## config.mk

```make
export PLATFORM = sky130hd
export DESIGN_NAME = dram_cmd_sequencer
export DESIGN_NICKNAME = d
export VERILOG_FILES = /design/src/rtl/dram_cmdseq_pkg.sv /design/src/rtl/cmdseq_cal_gate.sv /design/src/rtl/cmdseq_ref_timer.sv /design/src/rtl/cmdseq_arbiter.sv /design/src/rtl/dram_cmd_sequencer.sv
export SDC_FILE = /design/constraint.sdc
export NUM_CORES = 1
export LEC_CHECK = 0
export ABC_AREA = 1
export BUFFER_PORTS_ARGS = -buffer_cell sky130_fd_sc_hd__buf_4
export CORE_MARGIN = 4
export CORE_UTILIZATION = 49
export DETAILED_ROUTE_END_ITERATION = 16
export GPL_TIMING_DRIVEN = 0
export PLACE_DENSITY_LB_ADDON = 0.05
export SLEW_MARGIN = 20
export SYNTH_ARGS = -nofsm -noshare
export SYNTH_HDL_FRONTEND = slang
export SYNTH_SLANG_ARGS = --single-unit
```

## constraint.sdc

```tcl
create_clock -name clk -period 2.15 [get_ports clk]
set_input_delay 0 -clock clk [delete_from_list [all_inputs] [get_ports clk]]
set_output_delay 0 -clock clk [all_outputs]
set_load 0.01 [all_outputs]
```

## src/rtl/dram_cmdseq_pkg.sv

```systemverilog
package dram_cmdseq_pkg;

  typedef enum logic [1:0] {
    ST_UNINIT = 2'd0,
    ST_OPER   = 2'd1,
    ST_FAILED = 2'd2
  } cal_state_t;

  typedef enum logic [1:0] {
    OP_NONE    = 2'd0,
    OP_READ    = 2'd1,
    OP_WRITE   = 2'd2,
    OP_REFRESH = 2'd3
  } op_code_t;

endpackage

```

## src/rtl/cmdseq_cal_gate.sv

```systemverilog
module cmdseq_cal_gate
  import dram_cmdseq_pkg::*;
(
  input  logic clk,
  input  logic rst,
  input  logic cal_pass_i,
  input  logic cal_fail_i,
  output logic oper_o,
  output logic failed_o
);

  cal_state_t state_q;

  always_ff @(posedge clk) begin
    if (rst) begin
      state_q <= ST_UNINIT;
    end else begin
      case (state_q)
        ST_UNINIT: begin
          if (cal_fail_i)      state_q <= ST_FAILED;
          else if (cal_pass_i) state_q <= ST_OPER;
        end
        ST_OPER:   state_q <= ST_OPER;
        ST_FAILED: state_q <= ST_FAILED;
        default:   state_q <= ST_UNINIT;
      endcase
    end
  end

  assign oper_o   = (state_q == ST_OPER);
  assign failed_o = (state_q == ST_FAILED);

  AST_FAIL_TERMINAL: assert property (@(posedge clk) disable iff (rst)
    failed_o |=> (failed_o && !oper_o));
  AST_WAIT_FOR_CAL: assert property (@(posedge clk) disable iff (rst)
    (state_q == ST_UNINIT && !cal_pass_i && !cal_fail_i) |=> (state_q == ST_UNINIT));
  AST_FAIL_WINS: assert property (@(posedge clk) disable iff (rst)
    (state_q == ST_UNINIT && cal_fail_i) |=> failed_o);

endmodule

```

## src/rtl/cmdseq_ref_timer.sv

```systemverilog
module cmdseq_ref_timer #(
  parameter int REF_INTERVAL = 1560
) (
  input  logic clk,
  input  logic rst,
  input  logic run_i,
  input  logic take_i,
  output logic pend_o
);

  localparam int CNT_W = (REF_INTERVAL > 2) ? $clog2(REF_INTERVAL) : 1;
  localparam logic [CNT_W-1:0] LAST = CNT_W'(REF_INTERVAL - 1);

  logic [CNT_W-1:0] cnt_q;
  logic             pend_q;

  always_ff @(posedge clk) begin
    if (rst || !run_i) begin
      cnt_q  <= '0;
      pend_q <= 1'b0;
    end else if (pend_q) begin
      if (take_i) pend_q <= 1'b0;
    end else if (cnt_q == LAST) begin
      pend_q <= 1'b1;
      cnt_q  <= '0;
    end else begin
      cnt_q <= cnt_q + 1'b1;
    end
  end

  assign pend_o = pend_q;

  AST_PEND_HELD: assert property (@(posedge clk) disable iff (rst)
    (pend_o && !take_i && run_i) |=> pend_o);
  AST_TIMER_IDLE: assert property (@(posedge clk) disable iff (rst)
    !run_i |=> !pend_o);

endmodule

```

## src/rtl/cmdseq_arbiter.sv

```systemverilog
module cmdseq_arbiter
  import dram_cmdseq_pkg::*;
#(
  parameter int NUM_BANKS = 8,
  parameter int ADDR_W    = 20,
  localparam int BANK_W   = (NUM_BANKS > 1) ? $clog2(NUM_BANKS) : 1
) (
  input  logic                 clk,
  input  logic                 rst,
  input  logic                 oper_i,
  input  logic                 ref_pend_i,
  input  logic [NUM_BANKS-1:0] bank_ready_i,
  input  logic                 bus_ready_i,
  input  logic                 req_valid_i,
  input  logic                 req_write_i,
  input  logic [BANK_W-1:0]    req_bank_i,
  input  logic [ADDR_W-1:0]    req_addr_i,
  output logic                 req_ready_o,
  output logic                 ref_take_o,
  output logic                 cmd_valid_o,
  output logic [1:0]           cmd_code_o,
  output logic [BANK_W-1:0]    cmd_bank_o,
  output logic [ADDR_W-1:0]    cmd_addr_o
);

  logic all_banks_ok;
  logic tgt_bank_ok;
  logic rw_open;
  logic rw_take;

  assign all_banks_ok = &bank_ready_i;
  assign tgt_bank_ok  = bank_ready_i[req_bank_i];
  assign ref_take_o   = oper_i && ref_pend_i && all_banks_ok;
  assign rw_open      = oper_i && !ref_pend_i && tgt_bank_ok && bus_ready_i;
  assign rw_take      = rw_open && req_valid_i;
  assign req_ready_o  = rw_open;

  always_ff @(posedge clk) begin
    if (rst) begin
      cmd_valid_o <= 1'b0;
      cmd_code_o  <= OP_NONE;
      cmd_bank_o  <= '0;
      cmd_addr_o  <= '0;
    end else if (ref_take_o) begin
      cmd_valid_o <= 1'b1;
      cmd_code_o  <= OP_REFRESH;
      cmd_bank_o  <= '0;
      cmd_addr_o  <= '0;
    end else if (rw_take) begin
      cmd_valid_o <= 1'b1;
      cmd_code_o  <= req_write_i ? OP_WRITE : OP_READ;
      cmd_bank_o  <= req_bank_i;
      cmd_addr_o  <= req_addr_i;
    end else begin
      cmd_valid_o <= 1'b0;
      cmd_code_o  <= OP_NONE;
      cmd_bank_o  <= '0;
      cmd_addr_o  <= '0;
    end
  end

  AST_REF_ALL_BANKS: assert property (@(posedge clk) disable iff (rst)
    (cmd_valid_o && cmd_code_o == OP_REFRESH) |-> $past(all_banks_ok));
  AST_RW_NEEDS_BUS: assert property (@(posedge clk) disable iff (rst)
    (cmd_valid_o && (cmd_code_o == OP_READ || cmd_code_o == OP_WRITE)) |-> $past(bus_ready_i));
  AST_IDLE_ZERO: assert property (@(posedge clk) disable iff (rst)
    !cmd_valid_o |-> (cmd_code_o == OP_NONE && cmd_addr_o == '0));

endmodule

```

## src/rtl/dram_cmd_sequencer.sv

```systemverilog
module dram_cmd_sequencer
  import dram_cmdseq_pkg::*;
#(
  parameter int NUM_BANKS    = 8,
  parameter int ADDR_W       = 20,
  parameter int REF_INTERVAL = 1560,
  localparam int BANK_W      = (NUM_BANKS > 1) ? $clog2(NUM_BANKS) : 1
) (
  input  logic                 clk,
  input  logic                 rst,
  input  logic                 cal_pass_i,
  input  logic                 cal_fail_i,
  input  logic                 req_valid_i,
  input  logic                 req_write_i,
  input  logic [BANK_W-1:0]    req_bank_i,
  input  logic [ADDR_W-1:0]    req_addr_i,
  output logic                 req_ready_o,
  input  logic [NUM_BANKS-1:0] bank_ready_i,
  input  logic                 bus_ready_i,
  output logic                 cmd_valid_o,
  output logic [1:0]           cmd_code_o,
  output logic [BANK_W-1:0]    cmd_bank_o,
  output logic [ADDR_W-1:0]    cmd_addr_o,
  output logic                 init_done_o,
  output logic                 init_fail_o
);

  logic oper;
  logic ref_pend;
  logic ref_take;

  cmdseq_cal_gate u_gate (
    .clk        (clk),
    .rst        (rst),
    .cal_pass_i (cal_pass_i),
    .cal_fail_i (cal_fail_i),
    .oper_o     (oper),
    .failed_o   (init_fail_o)
  );

  cmdseq_ref_timer #(.REF_INTERVAL(REF_INTERVAL)) u_timer (
    .clk    (clk),
    .rst    (rst),
    .run_i  (oper),
    .take_i (ref_take),
    .pend_o (ref_pend)
  );

  cmdseq_arbiter #(.NUM_BANKS(NUM_BANKS), .ADDR_W(ADDR_W)) u_arb (
    .clk          (clk),
    .rst          (rst),
    .oper_i       (oper),
    .ref_pend_i   (ref_pend),
    .bank_ready_i (bank_ready_i),
    .bus_ready_i  (bus_ready_i),
    .req_valid_i  (req_valid_i),
    .req_write_i  (req_write_i),
    .req_bank_i   (req_bank_i),
    .req_addr_i   (req_addr_i),
    .req_ready_o  (req_ready_o),
    .ref_take_o   (ref_take),
    .cmd_valid_o  (cmd_valid_o),
    .cmd_code_o   (cmd_code_o),
    .cmd_bank_o   (cmd_bank_o),
    .cmd_addr_o   (cmd_addr_o)
  );

  assign init_done_o = oper;

  AST_QUIET_OUTSIDE_OPER: assert property (@(posedge clk) disable iff (rst)
    !oper |=> !cmd_valid_o);
  AST_REF_BLOCKS_RW: assert property (@(posedge clk) disable iff (rst)
    ref_pend |=> !(cmd_valid_o && (cmd_code_o == OP_READ || cmd_code_o == OP_WRITE)));
  AST_NO_READY_OUTSIDE_OPER: assert property (@(posedge clk) disable iff (rst)
    (init_fail_o || !init_done_o) |-> !req_ready_o);

endmodule

```

==> flow_summary.yaml, run 1 <==
worst_setup_path:
  endpoint_kind: "flip-flop"
  crit_fanout: 5
  required_ns: 2.44
  path_class: "in -> reg"
  arrival_ns: 1.99
  start_kind: "input port"
clocking:
  cts_root_buffer: "clkbuf_4"
  cts_resized: 0
  clk_pin_slew_ns: 0.12
  cts_buffer_depth: 2
  numClockSinks: 40
  clock_latency_ns: 0.35
  htree_levels: 2
  numCtsBuffers: 5
  post_cts_buffers: 0
  hold_buffers: 31
  cts_tree: "done"
placed_design:
  hpwl_mm: 2.460
  post-place-ws_ns: 0.7733
  place.gp.congestion: 0.8331
  placed_cell_area_sq_um: 2043
  port_buffers: 66
global_routing:
  gr-usage-all-layers_pct: 22.01
  grt_pass1_vias: 1560
  busiest_layer: "met2"
  grt_use_met3_pct: 6.572
  grt_use_met2_pct: 40.03
  antenna_found_initial: 0
  grt_overflow: 0
  use_met1_pct: 24.67
  grt_pass1_wl_mm: 7.017
  grt_max_degree: 14
routing:
  firstDrtPassIters: 4
  routedWlPerCell_um: 12.70
  drt_iter0_drc: 59
  drtAntennaViolNets: 0
  vias: 1547
  drc: 0
  drt-total-wl_mm: 4.192
  avgViaCountPerCell: 4.688
timing:
  setup_slack_ns: 0.4546
  whs_ns: 0.06364
  finalSetupViolations: 0
  rsz0062_at_grt: "no"
  worst_slew_pin_slew_ns: 0.2496
  drv_slew: 0
  relSlewSlack_pct: 83.30
  tns_ns: 0
  post-route-min-period_ns: 1.695
  skew_ns: 0.006824
  hold_viol_final: 0
  period_share_pct: 78.86
  fmax_mhz: 589.8
synthesis:
  yosysMostFrequentCell: "nor2_1"
  ys_ff_latch: 40
  synth_edf_count: 0
  synth_area_leaders: "dfxtp_1, nor2_1, inv_1"
  synth_flop_cell: "dfxtp_1"
  syn_avg_cell_area_sq_um: 7.778
  syn_nets: 233
  ys_warn_count: 0
  synth_cell_types: 22
  synthArstFlopShare_pct: 0
  synth.top_cells.by_count: "nor2_1, dfxtp_1, inv_1"
  synth_top_area_share_pct: 53.07
  ys_seq_area_share_pct: 53.07
  synth_cells: 194
  synth_area_sq_um: 1509
  yosysTopAreaCell: "dfxtp_1"
power_and_ir_drop:
  seqPwrFrac_pct: 53.5
  power.total_mw: 1.403
  p_int_mw: 1.089
  sw_frac_of_total_pct: 22.33
  power_switching_uw: 313.3
  clockPowerShare_pct: 34.9
  power_density_nw_per_um2: 576.3
  p_leak_nw: 1.267
  power_frac_comb_pct: 11.5
  irDropWorstVdd_mv: 0.5011
hold_path:
  hp-class: "in -> reg"
cells_and_area:
  finalInstanceArea_sq_um: 2434
  fillers: 161
  drive_gt1_share_pct: 27.76
  area_delta_synth_final_pct: 61.28
  diodes: 0
  final_nets: 337
die:
  die_w_um: 63.50
  die_h_um: 63.50
  coreArea_sq_um: 2853
  die-area_sq_um: 4032
  start_util_pct: 52.89
  num_rows: 19
  io_pins: 67
status:
  status: "finished clean"
run:
  cap_violations: 0
metal layers:
metal / vias to the layer above / wire length [um]
met5: - / 0
li1: 794 / -
met3: 7 / 280
met2: 60 / 2122
met1: 686 / 1720
met4: 0 / 69
through the flow:
step                utilization, %  cells
floorplan                        -    194
global placement             71.62    291
detailed placement           71.62    291
CTS                          85.31    330
global route                 85.31    330
finish                       85.31    330
state kept, by name (all words and copies together) (netlist names):
register,cells
u_arb.cmd_addr_o,20
u_gate.state_q,2
u_timer.cnt_q,11
u_arb.cmd_valid_o,1
u_arb.cmd_code_o,2
u_timer.pend_o,1
u_arb.cmd_bank_o,3
critical path: stages:
cell	delay [ns]
dlygate4sd3_1	0.53
buf_4	0.15
inv_2	0.09
nand2_1	0.06
nand3_1	0.07
nand2_1	0.06
nand2_1	0.07
and3_4	0.19
nand3_4	0.09
nor2_1	0.11
dlygate4sd3_1	0.56
logic make-up after synthesis:
group,after synthesis,synth area share (%)
xor+xnor,4,2.322
compound gates,5,1.990
fa+ha+maj,1,0.8291
simple gates,100,29.85
flops,40,53.07
buf+inv,44,11.94
path summary, 6_finish.rpt:
path | cells past startpoint | slack [ns] | start | to
max | 11 | 0.45 | req_bank_i[0] | u_arb.cmd_addr_o[0]$_SDFF_PP0_
min | 5 | 0.06 | req_valid_i | u_arb.cmd_valid_o$_SDFF_PP0_
max reg2reg | 7 | 0.46 | u_timer.pend_o$_SDFF_PP0_ | u_arb.cmd_addr_o[0]$_SDFF_PP0_
min reg2reg | 2 | 0.53 | u_timer.cnt_q[10]$_SDFFE_PP0N_ | u_timer.cnt_q[10]$_SDFFE_PP0N_
layout by cell type (no fill, tap or decap), types with 2 or more instances in the layout:
cell	synthesis	final
buf_6	2	2
nor4_1	2	2
dlygate4sd3_1	0	31
inv_2	2	2
nand2_1	29	29
a21oi_1	3	3
nand4_1	6	6
xor2_1	3	3
inv_1	40	40
nor2_1	42	42
nand3_1	9	9
or2_2	2	2
dfxtp_1	40	40
clkbuf_4	0	5
nor3b_1	2	2
buf_4	0	66
nor3_1	4	4
layout make-up:
type	count	area, sq um	share of cell area [%]
repair buffers	97	805.8	33.11
flip-flops and latches	40	800.8	32.90
multi-input cells	110	528.0	21.70
inverters	42	157.7	6.478
clock inverters	3	42.54	1.748
well taps	31	38.79	1.594
clock buffers	5	37.54	1.542
plain buffers	2	22.52	0.9255
power groups by stage:
stage / Sequential, mW / Clock (mW) / Combinational (mW)
2_1_floorplan: 0.768 / 0 / 0.0401
3_3_place_gp: 0.767 / 0 / 0.111
3_5_place_dp: 0.767 / 0 / 0.112
4_1_cts: 0.751 / 0.503 / 0.155
5_1_grt: 0.752 / 0.534 / 0.176
6_report: 0.751 / 0.490 / 0.161
Note: power is estimated with default switching activity, not from simulation.
==> run 2, diff against run 1 <==
Settings changed: CORE_UTILIZATION 49 to 41.
Clock period 2.15 ns to 1.5 ns, I/O delays scaled along.
==> flow_summary.yaml, run 2 (same netlist as run 1, synthesis figures left out) <==
status:
  status: "finished clean"
routing:
  drc: 0
  firstDrtPassIters: 3
  drtAntennaViolNets: 0
  vias: 1492
  routedWlPerCell_um: 11.18
  avgViaCountPerCell: 4.350
  drt_iter0_drc: 60
  drt-total-wl_mm: 3.834
cells_and_area:
  largest_register_ffs: 20
  fin_cells: 343
  layout_commonest_cell: "buf_4"
  drive_gt1_share_pct: 29.29
  fillers: 267
  area_delta_synth_final_pct: 63.02
  diodes: 0
  multi_input_area_sq_um: 538.0
  largest_register: "u_arb.cmd_addr_o"
  final_cell_mix: "buf_4, inv_1, nor2_1, dfxtp_1, dlygate4sd3_1"
  finalInstanceArea_sq_um: 2460
  largestRegisters: "u_arb.cmd_addr_o x20, u_timer.cnt_q x11, u_arb.cmd_bank_o x3"
  regArea_sq_um: 800.8
  fin_util_pct: 71.46
  final_nets: 335
timing:
  drv_slew: 0
  finalSetupViolations: 0
  post-route-min-period_ns: 1.394
  skew_ns: 0.006069
  setup_slack_ns: 0.1062
  fmax_mhz: 717.5
  relSlewSlack_pct: 84.05
  hold_viol_final: 0
  whs_ns: 0.1962
  period_share_pct: 92.92
  tns_ns: 0
  worst_slew_pin_slew_ns: 0.2374
placed_design:
  port_buffers: 66
  post-place-ws_ns: 0.07777
  hpwl_mm: 2.448
  dpl.cell_count: 306
  placed_cell_area_sq_um: 2062
  place.gp.congestion: 0.7881
worst_setup_path:
  required_ns: 1.68
  cp_top_family: "simple AND/OR/NAND/NOR gates"
  worstSetupPathDepth: 7
  cp_slowest_cell: "dfxtp_1"
  reg2reg_depth: 7
  crit_path_cell_trace: "ha_2 > nor3b_1 > nand3_1 > nand2_2 > inv_1 > nand2_1 > nor2_1"
  critPathBufInv: 1
  crit_fanout: 4
  r2r-start: "u_timer.cnt_q[0]$_SDFFE_PP0N_"
  endpoint_kind: "flip-flop"
  arrival_ns: 1.58
  r2r_end: "u_timer.cnt_q[9]$_SDFFE_PP0N_"
  r2r_slack_ns: 0.11
  slowest_delay_ns: 0.38
  start_kind: "flip-flop"
  endpoint: "u_timer.cnt_q[9]$_SDFFE_PP0N_"
  startpoint: "u_timer.cnt_q[0]$_SDFFE_PP0N_"
  path_class: "reg -> reg"
power_and_ir_drop:
  power_density_nw_per_um2: 834.1
  p_leak_nw: 1.249
  power.total_mw: 2.052
  irDropWorstVdd_mv: 0.6625
die:
  die_h_um: 68.67
  die_w_um: 68.67
  io_pins: 67
  num_rows: 21
  coreArea_sq_um: 3442
  start_util_pct: 43.84
  die-area_sq_um: 4715
global_routing:
  grt_pass1_vias: 1470
  grt_max_degree: 14
  grt_overflow: 0
  antenna_found_initial: 0
  grt_pass1_wl_mm: 6.348
  gr-usage-all-layers_pct: 18.21
clocking:
  cts_root_buffer: "clkbuf_8"
  numClockSinks: 40
  clk_pin_slew_ns: 0.08
  clock_latency_ns: 0.29
  post_cts_buffers: 0
  htree_levels: 2
  cts_buffer_depth: 2
  numCtsBuffers: 5
  cts_tree: "done"
run:
  cap_violations: 0
hold_path:
  hp-class: "in -> reg"
-- run 2: tightest hold or removal path: stages --
cell and delay, ns:
buf_4 0.11, inv_1 0.04, nor4_1 0.04, nand2_1 0.12, nand2_1 0.06, inv_1 0.04, nor2_1 0.03
-- run 2: how the worst min path moves through the flow --
stage                                from                              to  depth (start not counted)
after global routing      bank_ready_i[7]  u_arb.cmd_code_o[0]$_SDFF_PP0_                          7
after CTS                 bank_ready_i[7]  u_arb.cmd_code_o[1]$_SDFF_PP0_                          7
after detailed placement              rst  u_gate.state_q[1]$_SDFFE_PP0P_                          2
final                     bank_ready_i[7]  u_arb.cmd_code_o[1]$_SDFF_PP0_                          7
after global placement                rst  u_gate.state_q[1]$_SDFFE_PP0P_                          2
after floorplan                       rst  u_gate.state_q[1]$_SDFFE_PP0P_                          1
-- run 2: layer usage --
| layer | GRT usage, % | vias up | share of wire, % | wire length, um |
|---|---|---|---|---|
| li1 | - | 791 | - | - |
| met1 | 19.72 | 645 | 42 | 1624 |
| met2 | 32.18 | 48 | 47 | 1790 |
| met3 | 6.159 | 8 | 8.6 | 329 |
| met4 | 7.444 | 0 | 2.3 | 90 |
| met5 | 0 | - | 0 | 0 |
-- run 2: where the power goes --
part / internal (mW) / switching, mW / total (mW) / leakage (nW)
Sequential: 1.07 / 0.00497 / 1.08 / 0.323
Combinational: 0.144 / 0.0851 / 0.229 / 0.883
Clock: 0.372 / 0.376 / 0.747 / 0.0434
Total: 1.59 / 0.466 / 2.05 / 1.25
-- run 2: final cells by class --
class	count	area share [%]
sequential	40	32.55
timing repair buffer	95	31.94
multi-input combinational	110	21.87
inverter	42	6.409
clock buffer	6	3.357
tap	46	2.340
buffer	2	0.9156
clock inverter	2	0.6104
-- run 2: timing repair --
item	CTS	global route
endpoints found under the hold margin	26	0
gates resized for setup	0	4
hold buffers	29	0
setup endpoints to repair	0	4
